`src/rtl/cos_pkg.sv`:
```
package cos_pkg;
    localparam int unsigned NUM_GROUPS  = 4;
    localparam int unsigned GROUP_WIDTH = 8;
    localparam int unsigned SYNC_STAGES = 2;
    localparam int unsigned DATA_W      = 32;
    localparam int unsigned ADDR_W      = 2;

    typedef enum logic [ADDR_W-1:0] {
        REG_LEVEL  = 2'd0,
        REG_ENABLE = 2'd1,
        REG_STATUS = 2'd2,
        REG_SPARE  = 2'd3
    } reg_addr_e;
endpackage

```
`src/rtl/cos_sync.sv`:
```
module cos_sync #(
    parameter int unsigned WIDTH  = 32,
    parameter int unsigned STAGES = 2
) (
    input  logic             clk,
    input  logic             rst_n,
    input  logic [WIDTH-1:0] async_i,
    output logic [WIDTH-1:0] sync_o
);
    logic [STAGES-1:0][WIDTH-1:0] stg_d, stg_q;

    always_comb begin
        stg_d[0] = async_i;
        for (int s = 1; s < STAGES; s++) begin
            stg_d[s] = stg_q[s-1];
        end
    end

    always_ff @(posedge clk) begin
        if (!rst_n) stg_q <= '0;
        else        stg_q <= stg_d;
    end

    assign sync_o = stg_q[STAGES-1];
endmodule

```
`src/rtl/cos_edge_detect.sv`:
```
module cos_edge_detect #(
    parameter int unsigned NUM_GROUPS  = 4,
    parameter int unsigned GROUP_WIDTH = 8,
    localparam int unsigned PIN_W      = NUM_GROUPS * GROUP_WIDTH,
    localparam int unsigned EN_W       = 2 * NUM_GROUPS
) (
    input  logic                  clk,
    input  logic                  rst_n,
    input  logic [PIN_W-1:0]      sync_i,
    input  logic [EN_W-1:0]       enable_i,
    output logic [NUM_GROUPS-1:0] set_o
);
    logic [PIN_W-1:0] prev_d, prev_q;

    assign prev_d = sync_i;

    always_ff @(posedge clk) begin
        if (!rst_n) prev_q <= '0;
        else        prev_q <= prev_d;
    end

    for (genvar g = 0; g < NUM_GROUPS; g++) begin : g_grp
        logic [GROUP_WIDTH-1:0] cur, old;
        logic rise_any, fall_any;
        assign cur      = sync_i[g*GROUP_WIDTH +: GROUP_WIDTH];
        assign old      = prev_q[g*GROUP_WIDTH +: GROUP_WIDTH];
        assign rise_any = |(cur & ~old);
        assign fall_any = |(~cur & old);
        assign set_o[g] = (rise_any & enable_i[g]) | (fall_any & enable_i[NUM_GROUPS+g]);

        // a group with both direction bits clear never requests a set
        a_r4_masked_group: assert property (@(posedge clk) disable iff (!rst_n)
            (!enable_i[g] && !enable_i[NUM_GROUPS+g]) |-> !set_o[g]);
    end
endmodule

```
`src/rtl/cos_status.sv`:
```
module cos_status #(
    parameter int unsigned NUM_GROUPS = 4
) (
    input  logic                  clk,
    input  logic                  rst_n,
    input  logic [NUM_GROUPS-1:0] set_i,
    input  logic [NUM_GROUPS-1:0] clr_i,
    output logic [NUM_GROUPS-1:0] status_o
);
    typedef struct packed {
        logic [NUM_GROUPS-1:0] bits;
    } stat_t;

    stat_t st_d, st_q;

    always_comb begin
        st_d      = st_q;
        st_d.bits = (st_q.bits & ~clr_i) | set_i;
    end

    always_ff @(posedge clk) begin
        if (!rst_n) st_q <= '0;
        else        st_q <= st_d;
    end

    assign status_o = st_q.bits;

    // a latched bit that is not cleared stays latched
    a_r6_sticky: assert property (@(posedge clk) disable iff (!rst_n)
        1'b1 |=> ((($past(st_q.bits) & ~$past(clr_i)) & ~st_q.bits) == '0));
    // a set request always lands, even with a clear in the same cycle
    a_r8_set_wins: assert property (@(posedge clk) disable iff (!rst_n)
        (set_i != '0) |=> ((st_q.bits & $past(set_i)) == $past(set_i)));
    // bits only rise where a set was requested
    a_r9_no_spurious: assert property (@(posedge clk) disable iff (!rst_n)
        1'b1 |=> ((st_q.bits & ~$past(st_q.bits) & ~$past(set_i)) == '0));
endmodule

```
`src/rtl/cos_irq_ctrl.sv`:
```
module cos_irq_ctrl
    import cos_pkg::*;
#(
    parameter int unsigned GROUPS  = NUM_GROUPS,
    parameter int unsigned GWIDTH  = GROUP_WIDTH,
    parameter int unsigned NSYNC   = SYNC_STAGES,
    parameter int unsigned DWIDTH  = DATA_W,
    localparam int unsigned PIN_W  = GROUPS * GWIDTH,
    localparam int unsigned EN_W   = 2 * GROUPS
) (
    input  logic              clk,
    input  logic              rst_n,
    input  logic [PIN_W-1:0]  pins_i,
    input  logic              wr_en_i,
    input  logic [ADDR_W-1:0] addr_i,
    input  logic [DWIDTH-1:0] wdata_i,
    output logic [DWIDTH-1:0] rdata_o,
    output logic              irq_o
);
    typedef struct packed {
        logic [EN_W-1:0] enable;
    } ctl_t;

    ctl_t ctl_d, ctl_q;

    logic [PIN_W-1:0]  level;
    logic [GROUPS-1:0] set_req, clr_req, status;

    cos_sync #(.WIDTH(PIN_W), .STAGES(NSYNC)) u_sync (
        .clk    (clk),
        .rst_n  (rst_n),
        .async_i(pins_i),
        .sync_o (level)
    );

    cos_edge_detect #(.NUM_GROUPS(GROUPS), .GROUP_WIDTH(GWIDTH)) u_edge (
        .clk     (clk),
        .rst_n   (rst_n),
        .sync_i  (level),
        .enable_i(ctl_q.enable),
        .set_o   (set_req)
    );

    cos_status #(.NUM_GROUPS(GROUPS)) u_stat (
        .clk     (clk),
        .rst_n   (rst_n),
        .set_i   (set_req),
        .clr_i   (clr_req),
        .status_o(status)
    );

    always_comb begin
        ctl_d   = ctl_q;
        clr_req = '0;
        if (wr_en_i && addr_i == REG_ENABLE) ctl_d.enable = wdata_i[EN_W-1:0];
        if (wr_en_i && addr_i == REG_STATUS) clr_req      = wdata_i[GROUPS-1:0];
    end

    always_ff @(posedge clk) begin
        if (!rst_n) ctl_q <= '0;
        else        ctl_q <= ctl_d;
    end

    always_comb begin
        rdata_o = '0;
        unique case (addr_i)
            REG_LEVEL:  rdata_o[PIN_W-1:0]  = level;
            REG_ENABLE: rdata_o[EN_W-1:0]   = ctl_q.enable;
            REG_STATUS: rdata_o[GROUPS-1:0] = status;
            default:    rdata_o = '0;
        endcase
    end

    assign irq_o = |status;

    // the request only rises after an edge was qualified
    a_r6_irq_cause: assert property (@(posedge clk) disable iff (!rst_n)
        $rose(irq_o) |-> ($past(set_req) != '0));
    // the cycle after reset the enable register is empty
    a_r1_reset_enable: assert property (@(posedge clk)
        !rst_n |=> (ctl_q.enable == '0));
endmodule

```
`config.mk`:
```
export PLATFORM = sky130hd
export DESIGN_NAME = cos_irq_ctrl
export DESIGN_NICKNAME = d
export VERILOG_FILES = /design/src/rtl/cos_pkg.sv /design/src/rtl/cos_sync.sv /design/src/rtl/cos_edge_detect.sv /design/src/rtl/cos_status.sv /design/src/rtl/cos_irq_ctrl.sv
export SDC_FILE = /design/constraint.sdc
export NUM_CORES = 1
export LEC_CHECK = 0
export ABC_AREA = 1
export BUFFER_PORTS_ARGS = -buffer_cell sky130_fd_sc_hd__buf_2
export CAP_MARGIN = 10
export CORE_UTILIZATION = 45
export CTS_CLUSTER_DIAMETER = 50
export DETAILED_ROUTE_END_ITERATION = 8
export PLACE_DENSITY = 0.72
export SLEW_MARGIN = 10
export SYNTH_ARGS = -nofsm -noshare
export SYNTH_HDL_FRONTEND = slang
export SYNTH_HIERARCHICAL = 1
export SYNTH_SLANG_ARGS = --single-unit
```
`constraint.sdc`:
```
create_clock -name clk -period 2.32 [get_ports clk]
set_clock_uncertainty 0.1 [all_clocks]
set_input_delay 0.232 -clock clk [delete_from_list [all_inputs] [get_ports clk]]
set_output_delay 0.232 -clock clk [all_outputs]
set_load 0.02 [all_outputs]
```
==> results of run 1 <==
-- worst max-delay path, cell delays in order (launching register included) --
cell	delay, ns
dfxtp_1	0.34
inv_1	0.06
o21ai_0	0.24
buf_2	0.22
-- how the worst max path moves through the flow --
stage | from | to | slack, ns | cells past startpoint
2_1_floorplan | addr_i[1] | rdata_o[4] | 1.04 | 3
3_3_place_gp | addr_i[1] | rdata_o[9] | 0.83 | 5
3_5_place_dp | addr_i[1] | rdata_o[8] | 0.81 | 5
4_1_cts | ctl_q[6] | rdata_o[6] | 0.77 | 3
5_1_grt | addr_i[0] | rdata_o[22] | 0.69 | 5
6_report | ctl_q[6] | rdata_o[6] | 0.78 | 3
-- flip-flops by register name (all words and copies together), names as in the netlist --
register	cells
u_edge/prev_q	32
u_sync/stg_d	32
u_stat/status_o	4
u_sync/sync_o	32
ctl_q	8
-- cells by family (layout without fill, tap and decap cells) --
| kind of cell | after synthesis | after routing | share of synthesized area (%) |
|---|---|---|---|
| AO/OA/AOI/OAI | 12 | 12 | 1.60 |
| buffers and inverters | 224 | 342 | 21.4 |
| flip-flops | 108 | 108 | 49.5 |
| AND/OR/NAND/NOR | 313 | 313 | 27.5 |
-- synth_stat cells --
library cell    n
nand2_1       245
inv_1         209
dfxtp_1       108
nor2_1         63
buf_6          11
a21oi_1         4
o211ai_1        4
o21ai_0         4
buf_2           2
nand2_2         2
buf_8           1
inv_2           1
nand3_1         1
nand3_4         1
nor2_4          1
-- layout by cell type, fill, tap and decap left out, types with 2 or more instances in the layout --
cell type	instances
dfxtp_1	108
dlygate4sd3_1	38
o211ai_1	4
nand2_1	245
nand2_2	2
inv_1	209
buf_2	76
a21oi_1	4
o21ai_0	4
nor2_1	63
clkbuf_8	10
inv_6	3
-- through the flow --
step           instances  power, mW  hold WS (ns)  worst slack (ns)
2_1_floorplan        657       2.23         0.225              1.04
3_3_place_gp         850       2.31         0.292             0.835
3_5_place_dp         850       2.32         0.297             0.812
4_1_cts              903       3.53       0.00146             0.771
5_1_grt              904       3.66        0.0379             0.685
6_report             904       3.49        0.0380             0.778
-- layer usage --
layer  track usage [%]  routed length, um
met1              17.6               3480
met2              31.4               4020
met3              4.51                282
met4              7.13                161
met5                 0                  0
-- report_power, final --
part | leakage (nW) | switching [mW] | internal (mW)
registers | 0.888 | 0.0432 | 1.93
clock network | 0.108 | 0.620 | 0.541
logic | 2.22 | 0.194 | 0.157
-- layout make-up --
class                           count  share of cell area (%)
Inverter                          210                    14.7
Tap cell                          129                    3.00
Timing Repair Buffer              116                    14.7
Sequential cell                   108                    40.2
Clock buffer                       10                    2.56
Multi-Input combinational cell    325                    23.7
Clock inverter                      6                    1.30
==> flow_summary.toml, run 1 <==
[run_status]
status = "finished, final reports clean"

[cts]
cts_resized = 0
clockBufferDepth = 2
cts.htree.levels = 3
cts_tree = "done"
cts_setup_buffers = 0
cts_buffers = 9
path_clk_slew_ns = 0.10
cts.sinks = 108
cts_root_buffer = "clkbuf_8"
cts_hold_buf = 37
clk_latency_ns = 0.36

[cells_and_area]
seqCellArea_um2 = 2160
area_growth_syn_to_layout_pct = 23.1
final_util_pct = 57.7
drive_above_1_share_pct = 12.8
diodes = 0
multi_input_area_um2 = 1270
design_area_um2 = 5380
fillCellCount = 862
final_nets = 839

[drt]
via_per_inst = 4.03
drt_iter0_markers = 77
avgRoutedWirePerCell_um = 8.79
firstDrtPassIters = 5
ant_nets = 0
drt_wl_total_mm = 7.95
vias = 3641
drc = 0

[sta]
fin_crit_sh_pct = 66.4
finalSetupViolCount = 0
setup_tns_ns = 0
max-slew-margin-rel_pct = 63.6
slew_violations = 0
rsz0062_at_grt = "false"
final-hold-violation-count = 0
tightest_slew_ns = 0.546
fin_crit_ns = 1.54
max_freq_mhz = 649

[power]
max-vdd-ir-drop_mv = 0.381
p_leak_nw = 3.22
power.density_nw_per_um2 = 648

[setup_path]
cp_max_fo = 2
cp_data_arrival_time_ns = 1.21
critPathKind = "flip-flop to output port"
worstPathRequired_ns = 1.99
rr_endpoint = "u_stat/status_o[0]"
startpoint_type = "flip-flop"
reg2reg_depth = 9
timing.rr.start = "u_sync/sync_o[3]"
endpoint_kind = "output port"
rrSetupSlack_ns = 1.15

[floorplan]
die_x_um = 101
dieArea_um2 = 10100
fp.dieH_um = 101
core_area_um2 = 9330
start_util_pct = 46.9
row_count = 35
ioPinCount = 102

[synth]
synth_area_per_cell_um2 = 6.65
yosys_warnings = 6
synth_area_um2 = 4370
synth.ff_latch_count = 108
synthDistinctLibCells = 15
post-synth-top-area-cell = "dfxtp_1"
ys_seq_area_share_pct = 49.5
synthTopCellsByArea = "dfxtp_1 (49%), nand2_1 (21%), inv_1 (18%)"
synth_top_area_share_pct = 49.5
synth_cells = 657
synth_nets = 726

[hold_path]
worstHoldPathType = "primary input to flip-flop"
holdPathEnd = "ctl_q[0]"
hp-start = "wdata_i[0]"
min_path_cells = 3

[grt]
grt_pass1_vias = 3369
grt_usage_pct = 16.8
overflow = 0
grt_max_degree = 56
antenna_found_initial = 0
grt_pass1_wl_mm = 13.4

[place]
placed_area_um2 = 4790
gp_congestion = 0.769
dp_hpwl_mm = 5.39
port_buffers = 77

[run]
drv_cap = 0
No activity file was read; power rests on OpenSTA's default activity.
==> inputs of run 2 (changes only) <==
==> constraint.sdc (replaced) <==
create_clock -name clk -period 1.6 [get_ports clk]
set_clock_uncertainty 0.1 [all_clocks]
set_input_delay 0.16 -clock clk [delete_from_list [all_inputs] [get_ports clk]]
set_output_delay 0.16 -clock clk [all_outputs]
set_load 0.02 [all_outputs]
==> flow_summary.toml, run 2 (same netlist as run 1, synthesis figures left out) <==
[setup_path]
worst_path_largest_cell_delay_ns = 0.35
cp_max_fo = 2
crit_buf_inv = 2
crit_slowest_cell = "dfxtp_1"
cp_cell_sequence = "inv_1, o211ai_1, buf_2"
critPathKind = "flip-flop to output port"
crit_family = "flip-flops"
worstPathRequired_ns = 1.34
endpoint_kind = "output port"
startpoint_type = "flip-flop"
cp_data_arrival_time_ns = 1.20

[sta]
tightest_slew_ns = 0.446
max-slew-margin-rel_pct = 70.2
final-hold-violation-count = 0
setup_tns_ns = 0
finalSetupViolCount = 0
fin_crit_ns = 1.46
max_freq_mhz = 684
fin_crit_sh_pct = 91.4
slew_violations = 0
rsz0062_at_grt = "false"
setup_slack_ns = 0.138

[drt]
avgRoutedWirePerCell_um = 8.93
drt_iter0_markers = 97
vias = 3668
via_per_inst = 4.04
drc = 0
firstDrtPassIters = 4
ant_nets = 0
drt_wl_total_mm = 8.11

[place]
gp_congestion = 0.784
dp_hpwl_mm = 5.53
placed_area_um2 = 4820
dp_slack_ns = 0.314
dpl.cell_count = 852
port_buffers = 77

[power]
p_leak_nw = 3.22
max-vdd-ir-drop_mv = 0.468
power.density_nw_per_um2 = 901
p_total_mw = 4.86

[floorplan]
core_area_um2 = 9330
dieArea_um2 = 10100
ioPinCount = 102
row_count = 35
start_util_pct = 46.9
fp.dieH_um = 101
die_x_um = 101

[cells_and_area]
drive_above_1_share_pct = 12.8
area_growth_syn_to_layout_pct = 23.4
final_common_cell = "nand2_1"
design_area_um2 = 5400
final_cell_mix = "nand2_1 (245), inv_1 (209), dfxtp_1 (108)"
diodes = 0
instances_no_fill = 908
final_nets = 843

[grt]
grt_usage_pct = 17.5
grt_pass1_vias = 3541
grt_max_degree = 46
overflow = 0
grt_pass1_wl_mm = 14.1
antenna_found_initial = 0

[cts]
cts_buffers = 9
clockBufferDepth = 2
path_clk_slew_ns = 0.10
cts_setup_buffers = 0
cts.sinks = 108
cts.htree.levels = 3
cts_tree = "done"
cts_root_buffer = "clkbuf_8"
clk_latency_ns = 0.35

[run]
drv_cap = 0

[run_status]
status = "finished, final reports clean"

[hold_path]
worstHoldPathType = "primary input to flip-flop"
## run 2: cell count changes in the layout (fill, tap and decap cells not counted), sizes merged
| cell | previous run | this run |
|---|---|---|
| clkinvlp | 0 | 1 |
| dlygate4sd3 | 38 | 40 |
| buf | 78 | 80 |
| clkinv | 2 | 3 |
| inv | 213 | 212 |
| bufinv | 1 | 0 |
## run 2: what timing repair did
item                                   4_1_cts  5_1_grt
resized for setup                            0        0
hold buffers                                40        0
endpoints found under the hold margin       40        0
setup endpoints to repair                    0        0
## run 2: path summary, 6_finish.rpt
check	start	end	slack [ns]	cells past startpoint
setup / recovery	ctl_q[3]	rdata_o[3]	0.14	3
hold reg to reg	u_sync/stg_d[44]	u_sync/sync_o[12]	0.32	2
setup reg to reg	u_sync/sync_o[16]	u_stat/status_o[2]	0.43	9
hold / removal	rst_n	u_sync/stg_d[33]	0.09	3
## run 2: layout make-up
type                       count  area (um2)
fill                         880        3930
sequential                   108        2160
multi-input combinational    325        1270
timing repair buffer         120         836
inverter                     210         788
tap                          129         161
clock buffer                  10         128
clock inverter                 6        47.5
## run 2: layer usage
metal / wire (um) / track usage (%) / vias up
met1: 3690 / 19.2 / 1594
met4: 91 / 6.02 / 0
li1: - / - / 2013
met5: 0 / 0 / -
met2: 4110 / 33.1 / 53
met3: 212 / 3.54 / 8
## run 2: tightest hold or removal path, delay by kind of cell
family,cells,cell delay [ns]
buf+inv,2,0.25
simple gates,1,0.09
## run 2: report_power, final
group,internal (mW),total [mW],switching [mW]
sequential,2.80,2.87,0.0634
combinational,0.238,0.524,0.286
clock,0.581,1.47,0.890
total,3.62,4.86,1.24
## run 2: metrics by stage
stage               util, %  hold WS (ns)
finish                 57.8        0.0853
global route           57.8        0.0750
CTS                    57.8        0.0653
detailed placement     51.7         0.243
global placement       51.7         0.239
floorplan                 -         0.153
